[src/rtl/mcmp_pkg.sv]
package mcmp_pkg;

  // Width of one comparator slice
  localparam int unsigned SLICE_W = 4;

  // Three-way verdict carried between slices
  typedef struct packed {
    logic gt;
    logic lt;
    logic eq;
  } rel_t;

  // Verdict a standalone chain starts from: "equal so far"
  localparam rel_t REL_SEED = '{gt: 1'b0, lt: 1'b0, eq: 1'b1};

endpackage

[src/rtl/mcmp_bit_scan.sv]
// Local unsigned compare of two words, scanning from the MSB downward.
// An equality carry starts at 1 above the MSB and survives only while bit
// pairs match; the first mismatching pair decides greater or less.
module mcmp_bit_scan #(
  parameter int unsigned W = 4
) (
  input  logic [W-1:0] a,
  input  logic [W-1:0] b,
  output logic         a_gt,
  output logic         a_lt,
  output logic         a_eq
);

  logic [W:0]   same_above;
  logic [W-1:0] differ;
  logic [W-1:0] win_gt;
  logic [W-1:0] win_lt;

  assign same_above[W] = 1'b1;

  for (genvar i = W - 1; i >= 0; i--) begin : g_bit
    assign differ[i]     = (a[i] & ~b[i]) | (~a[i] & b[i]);
    assign same_above[i] = same_above[i+1] & ~differ[i];
    assign win_gt[i]     = same_above[i+1] & a[i] & ~b[i];
    assign win_lt[i]     = same_above[i+1] & ~a[i] & b[i];
  end

  assign a_gt = |win_gt;
  assign a_lt = |win_lt;
  assign a_eq = same_above[0];

endmodule

[src/rtl/mcmp_cascade_merge.sv]
// Combines a slice's local verdict with the verdict arriving from below.
module mcmp_cascade_merge
  import mcmp_pkg::*;
(
  input  logic local_gt,
  input  logic local_lt,
  input  logic local_eq,
  input  rel_t from_below,
  output rel_t merged
);

  always_comb begin
    merged.gt = local_gt | (local_eq & from_below.gt);
    merged.lt = local_lt | (local_eq & from_below.lt);
    merged.eq = local_eq & from_below.eq;
  end

endmodule

[src/rtl/mcmp_slice.sv]
// One cascadable comparator slice.
module mcmp_slice
  import mcmp_pkg::*;
#(
  parameter int unsigned SW = SLICE_W
) (
  input  logic [SW-1:0] a,
  input  logic [SW-1:0] b,
  input  rel_t          casc_in,
  output rel_t          casc_out
);

  logic loc_gt;
  logic loc_lt;
  logic loc_eq;

  mcmp_bit_scan #(.W(SW)) u_scan (
    .a    (a),
    .b    (b),
    .a_gt (loc_gt),
    .a_lt (loc_lt),
    .a_eq (loc_eq)
  );

  mcmp_cascade_merge u_merge (
    .local_gt   (loc_gt),
    .local_lt   (loc_lt),
    .local_eq   (loc_eq),
    .from_below (casc_in),
    .merged     (casc_out)
  );

endmodule

[src/rtl/mcmp_derive.sv]
// Secondary relations built from the final three-way verdict.
module mcmp_derive
  import mcmp_pkg::*;
(
  input  rel_t verdict,
  output logic ge,
  output logic le,
  output logic ne
);

  assign ge = verdict.gt | verdict.eq;
  assign le = verdict.lt | verdict.eq;
  assign ne = ~verdict.eq;

endmodule

[src/rtl/mag_cmp_chain.sv]
// Wide unsigned magnitude comparator: slice 0 holds the least significant
// nibble and each slice feeds the next more significant one.
module mag_cmp_chain
  import mcmp_pkg::*;
#(
  parameter int unsigned WIDTH   = 16,
  parameter int unsigned SLICE_B = SLICE_W
) (
  input  logic [WIDTH-1:0] a,
  input  logic [WIDTH-1:0] b,
  input  logic             cin_gt,
  input  logic             cin_lt,
  input  logic             cin_eq,
  output logic             gt_o,
  output logic             lt_o,
  output logic             eq_o,
  output logic             ge_o,
  output logic             le_o,
  output logic             ne_o
);

  localparam int unsigned NSLICE = WIDTH / SLICE_B;

  if (NSLICE * SLICE_B != WIDTH || NSLICE == 0) begin : g_bad_width
    $error("WIDTH must be a non-zero multiple of the slice width");
  end

  rel_t link [NSLICE+1];

  assign link[0] = '{gt: cin_gt, lt: cin_lt, eq: cin_eq};

  for (genvar k = 0; k < NSLICE; k++) begin : g_slice
    mcmp_slice #(.SW(SLICE_B)) u_slice (
      .a        (a[k*SLICE_B +: SLICE_B]),
      .b        (b[k*SLICE_B +: SLICE_B]),
      .casc_in  (link[k]),
      .casc_out (link[k+1])
    );
  end

  assign gt_o = link[NSLICE].gt;
  assign lt_o = link[NSLICE].lt;
  assign eq_o = link[NSLICE].eq;

  mcmp_derive u_derive (
    .verdict (link[NSLICE]),
    .ge      (ge_o),
    .le      (le_o),
    .ne      (ne_o)
  );

endmodule

[config.mk]
export PLATFORM = sky130hd
export DESIGN_NAME = mag_cmp_chain
export DESIGN_NICKNAME = d
export VERILOG_FILES = /design/src/rtl/mcmp_pkg.sv /design/src/rtl/mcmp_bit_scan.sv /design/src/rtl/mcmp_cascade_merge.sv /design/src/rtl/mcmp_slice.sv /design/src/rtl/mcmp_derive.sv /design/src/rtl/mag_cmp_chain.sv
export SDC_FILE = /design/constraint.sdc
export NUM_CORES = 1
export LEC_CHECK = 0
export BUFFER_PORTS_ARGS = -buffer_cell sky130_fd_sc_hd__buf_4
export CAP_MARGIN = 10
export CORE_MARGIN = 2
export CORE_UTILIZATION = 41
export DETAILED_ROUTE_END_ITERATION = 8
export MAX_ROUTING_LAYER = met4
export PLACE_DENSITY_LB_ADDON = 0.05
export SLEW_MARGIN = 5
export SYNTH_ARGS = -nofsm -noshare
export SYNTH_HDL_FRONTEND = slang
export SYNTH_SLANG_ARGS = --single-unit
[constraint.sdc]
create_clock -name vclk -period 1.94
set_clock_uncertainty 0.15 [all_clocks]
set_input_delay 0.194 -clock vclk [all_inputs]
set_output_delay 0.194 -clock vclk [all_outputs]
set_load 0.01 [all_outputs]
==> results of run 1 <==
cell usage after synthesis (2+ instances only):
library cell	instances	share of area, %
maj3_1	8	13
nand2_1	6	3.5
ha_1	8	16
inv_1	17	10
a221oi_1	8	11
nand3_1	3	2.4
o211ai_1	2	2.4
a21oi_1	3	2.4
nor2b_1	11	11
nor2b_4	2	4.3
nor2_1	2	1.2
xnor2_1	2	2.8
xor2_1	3	4.1
critical path, cell delays in order:
cell and delay [ps]:
buf_8 90, inv_8 30, ha_4 250, nor4b_4 190, or3b_4 410, or4_4 580, nand3_4 80, buf_6 100
metal layers:
metal  vias up  global-route usage [%]  share of wire [%]
met5         -                       -                  0
met2        28                    45.4                 56
met3         2                   0.833                5.1
li1        438                       -                  -
met4         0                       0                1.1
met1       409                    24.1                 38
cells by family (layout without fill, tap and decap cells):
| group | count (synthesis) | after routing |
|---|---|---|
| buffers and inverters | 17 | 82 |
| AO/OA/AOI/OAI | 15 | 15 |
| adder cells (fa/ha/maj) | 16 | 16 |
| AND/OR/NAND/NOR | 32 | 32 |
| XOR/XNOR | 5 | 5 |
worst max path at each step:
stage	endpoint	slack, ps	cells after the start
floorplan	eq_o	-160	6
global placement	ge_o	-400	8
finish	ge_o	-330	8
detailed placement	eq_o	-420	8
global route	ge_o	-380	8
CTS	ge_o	-340	7
cell type report:
cell class                      instances  share of cell area, %
Inverter                               17                   5.79
Multi-Input combinational cell         68                   51.1
Tap cell                               16                   1.57
Timing Repair Buffer                   65                   41.5
metrics by stage:
step	std cells	instance area, um2	setup TNS [ps]	power [W]	setup slack [ps]
finish	166	1270	-1730	0.000301	-328
global route	166	1270	-2110	0.000324	-384
CTS	166	1250	-1790	0.000288	-340
detailed placement	162	1180	-2050	0.000270	-422
global placement	162	1180	-1830	0.000260	-401
floorplan	85	706	-536	0.000124	-160
power groups by stage:
stage	clock network [W]	logic (W)	registers, W
2_1_floorplan	0	0.000124	0
3_3_place_gp	0	0.000260	0
3_5_place_dp	0	0.000270	0
4_1_cts	0	0.000288	0
5_1_grt	0	0.000324	0
6_report	0	0.000301	0
what timing repair did:
item	CTS	global route
hold buffers	0	0
endpoints found under the setup margin	6	6
pin swaps	9	7
gates resized for setup	9	7
setup buffers	4	0
==> results.json, run 1 <==
{
  "status": "complete, but fails checks",
  "violations": "setup timing",
  "rows": 14,
  "ir_drop_mv": 0.141,
  "finalNetCount": 195,
  "drt-total-wl_um": 1930,
  "die_h_um": 43.4,
  "io_buffers": 41,
  "yosysWarnings": 0,
  "syn_nets": 128,
  "synth_cells": 85,
  "cp-startpoint": "a[7]",
  "yosysUniqueCellTypes": 23,
  "grt_max_degree": 5,
  "seq_power_share_pct": 0,
  "p_switching_w": 0.000117,
  "p_clk_share_pct": 0,
  "detail-route-antenna-nets": 0,
  "gp_congestion": 0.809,
  "cap_violations": 0,
  "grt_pass1_wl_um": 3200,
  "layout_min_cycle_time_ps": 2270,
  "synth_xor_area_share_pct": 6.88,
  "initial_utilization_pct": 42.8,
  "avgRoutedWirePerCell_um": 11.7,
  "min_path_cells": 4,
  "layout_common_cells": "56 x buf_4, 14 x inv_1, 11 x nor2b_1, 8 x maj3_1",
  "syn_area_um2": 637,
  "dp_hpwl_um": 1650,
  "gr-total-overflow": 0,
  "grt_usage_pct": 21.9,
  "utilization_pct": 85.6,
  "ff_latch_area_um2": 0,
  "cp_max_fo": 4,
  "grt_setup_unrepaired": "yes",
  "fmax_ghz": 0.441,
  "nClkBuffers": 0,
  "via_per_inst": 5.28,
  "num_vias": 877,
  "synth.avg_cell_area_um2": 7.49,
  "worst_pin_slew_ps": 361,
  "core-area_um2": 1490,
  "grt_pass1_vias": 827,
  "cp.arrival_ps": 1920,
  "drt-pass1-iter-count": 4,
  "seq_cell_count": 0,
  "synth_seq_area_share_pct": 0,
  "worstHoldStart": "cin_eq",
  "hold_path.class": "in2out",
  "syn_to_final_growth_pct": 100,
  "relSlewSlack_pct": 76.0,
  "die-area_um2": 1880,
  "diodes": 0,
  "power.density_nw_per_um2": 236,
  "crit_type": "in2out",
  "initialDrtViolationCount": 7,
  "switching_share_pct": 38.9,
  "comb_power_share_pct": 100.0,
  "worstSetupEndpointType": "output port",
  "grt_antenna_before_repair": 0,
  "multi_input_area_um2": 652,
  "synthMuxAreaShare_pct": 0,
  "start_kind": "primary input",
  "synth_simple_gate_area_share_pct": 37.1,
  "hold_end": "ne_o",
  "power.internal_w": 0.000184,
  "drc": 0,
  "finalSetupViolations": 6,
  "hold_violations": 0,
  "synth_top_family_by_area": "simple AND/OR/NAND/NOR gates",
  "drive_gt1_share_pct": 55.3,
  "nFillCells": 88,
  "whs_ps": 702,
  "cp.required_ps": 1600,
  "synth-compound-area-share_pct": 17.7,
  "period_share_pct": 117,
  "fin_ws_ps": -328,
  "die_w_um": 43.4,
  "leakagePower_nw": 0.653,
  "slew_viol_final": 0,
  "synthAdderAreaFrac_pct": 28.3,
  "final_common_cell": "buf_4",
  "pin_count": 41
}
Note: power is estimated with default switching activity, not from simulation.
==> run 2: changes to the inputs <==
--- a/config.mk
+++ b/config.mk
@@ -7,11 +7,14 @@
 export LEC_CHECK = 0
 export BUFFER_PORTS_ARGS = -buffer_cell sky130_fd_sc_hd__buf_4
 export CAP_MARGIN = 10
+export CELL_PAD_IN_SITES_DETAIL_PLACEMENT = 0
+export CELL_PAD_IN_SITES_GLOBAL_PLACEMENT = 1
 export CORE_MARGIN = 2
-export CORE_UTILIZATION = 41
+export CORE_UTILIZATION = 27
 export DETAILED_ROUTE_END_ITERATION = 8
 export MAX_ROUTING_LAYER = met4
 export PLACE_DENSITY_LB_ADDON = 0.05
+export SETUP_SLACK_MARGIN = 0.4
 export SLEW_MARGIN = 5
 export SYNTH_ARGS = -nofsm -noshare
 export SYNTH_HDL_FRONTEND = slang
==> run 2 against run 1 <==
  * The run still ends with setup timing left
  * Worst hold slack improved by 5.5 ps
  * Global-route usage fell by 8.6 points
  * Wire length fell by 6.5%
  * Cell count rose by 7.2%
  * Cell area rose by 2.0%
  * Via count fell by 6.5%
  * Non-clock buffer count did not move
  * First-iteration DRC count fell by 57%
  * Count of clock-buffer cells in the layout did not move
  * Critical endpoint unchanged
==> results.json, run 2 (same netlist as run 1, synthesis figures left out) <==
{
  "crit_type": "in2out",
  "layout_min_cycle_time_ps": 2290,
  "via_per_inst": 4.61,
  "nClkBuffers": 0,
  "cap_violations": 0,
  "cp.arrival_ps": 1950,
  "initialDrtViolationCount": 3,
  "drt-total-wl_um": 1810,
  "die_w_um": 52.6,
  "ir_drop_mv": 0.104,
  "dp_hpwl_um": 1670,
  "setup_tns_ps": -1650,
  "power.density_nw_per_um2": 228,
  "grt_usage_pct": 13.4,
  "io_buffers": 41,
  "die_h_um": 52.6,
  "drc": 0,
  "finalSetupViolations": 6,
  "relSlewSlack_pct": 73.7,
  "gr-total-overflow": 0,
  "finalNetCount": 195,
  "postPlaceCellArea_um2": 1210,
  "avgRoutedWirePerCell_um": 10.2,
  "num_vias": 820,
  "grt_max_degree": 5,
  "fin_ws_ps": -351,
  "post-place-ws_ps": -393,
  "slew_viol_final": 0,
  "layout_common_cells": "55 x buf_4, 14 x inv_1, 9 x nor2b_1, 8 x maj3_1, 8 x buf_6",
  "drive_gt1_share_pct": 56.7,
  "start_kind": "primary input",
  "pin_count": 41,
  "hold_violations": 0,
  "grt_pass1_vias": 756,
  "seq_cell_count": 0,
  "design_area_um2": 1300,
  "grt_pass1_wl_um": 2860,
  "diodes": 0,
  "worst_pin_slew_ps": 394,
  "grt_setup_unrepaired": "yes",
  "detail-route-antenna-nets": 0,
  "worstSetupEndpointType": "output port",
  "die-area_um2": 2760,
  "hold_buffers": 0,
  "drt-pass1-iter-count": 2,
  "status": "complete, but fails checks",
  "hold_path.class": "in2out",
  "violations": "setup timing",
  "whs_ps": 707,
  "rows": 17,
  "initial_utilization_pct": 28.8,
  "ff_latch_area_um2": 0,
  "p_total_w": 0.000296,
  "final_common_cell": "buf_4",
  "period_share_pct": 118,
  "core-area_um2": 2210,
  "fmax_ghz": 0.437,
  "leakagePower_nw": 0.658,
  "grt_antenna_before_repair": 0,
  "syn_to_final_growth_pct": 104,
  "gp_congestion": 0.732,
  "cp_max_fo": 4,
  "cp.required_ps": 1600
}
==> run 2: cell counts in the layout (fill, tap and decap cells not counted) <==
Identical to the previous run, type by type.
==> run 2: area by class of cell <==
class              count  area [um2]
well taps             28        35.0
multi-input cells     68         658
fillers              209         912
repair buffers        65         533
inverters             17        73.8
==> run 2: critical path: stages <==
cell	delay, ps
buf_6	100
ha_4	250
nor4b_4	190
or3b_4	410
or4_4	580
nand3_4	110
buf_6	100
==> run 2: worst paths after layout <==
kind | cells past startpoint | startpoint | endpoint
max | 7 | b[11] | ge_o
min | 4 | cin_eq | ne_o
==> run 2: layer usage <==
| layer | share of wire (%) | track usage, % | wire length [um] |
|---|---|---|---|
| met1 | 38 | 14.3 | 691 |
| met5 | 0 | - | 0 |
| met3 | 5.3 | 0 | 95 |
| met4 | 0 | 0 | 0 |
| met2 | 56 | 28.5 | 1020 |
==> run 2: power breakdown <==
| part | internal (W) | leakage, nW | switching [W] |
|---|---|---|---|
| registers | 0 | 0 | 0 |
| logic | 0.000184 | 0.658 | 0.000113 |
| clock network | 0 | 0 | 0 |
==> run 2: per-stage QoR <==
step / util, % / cells
after floorplan: - / 85
after global placement: 54.8 / 175
after detailed placement: 54.8 / 175
after CTS: 57.1 / 176
after global routing: 58.8 / 178
final: 58.8 / 178
==> run 2: timing repair <==
action | 4_1_cts | 5_1_grt
buffers inserted | 1 | 2
hold endpoints to repair | 0 | 0
resized for setup | 12 | 6
endpoints found under the setup margin | 6 | 6
pin swaps | 8 | 3
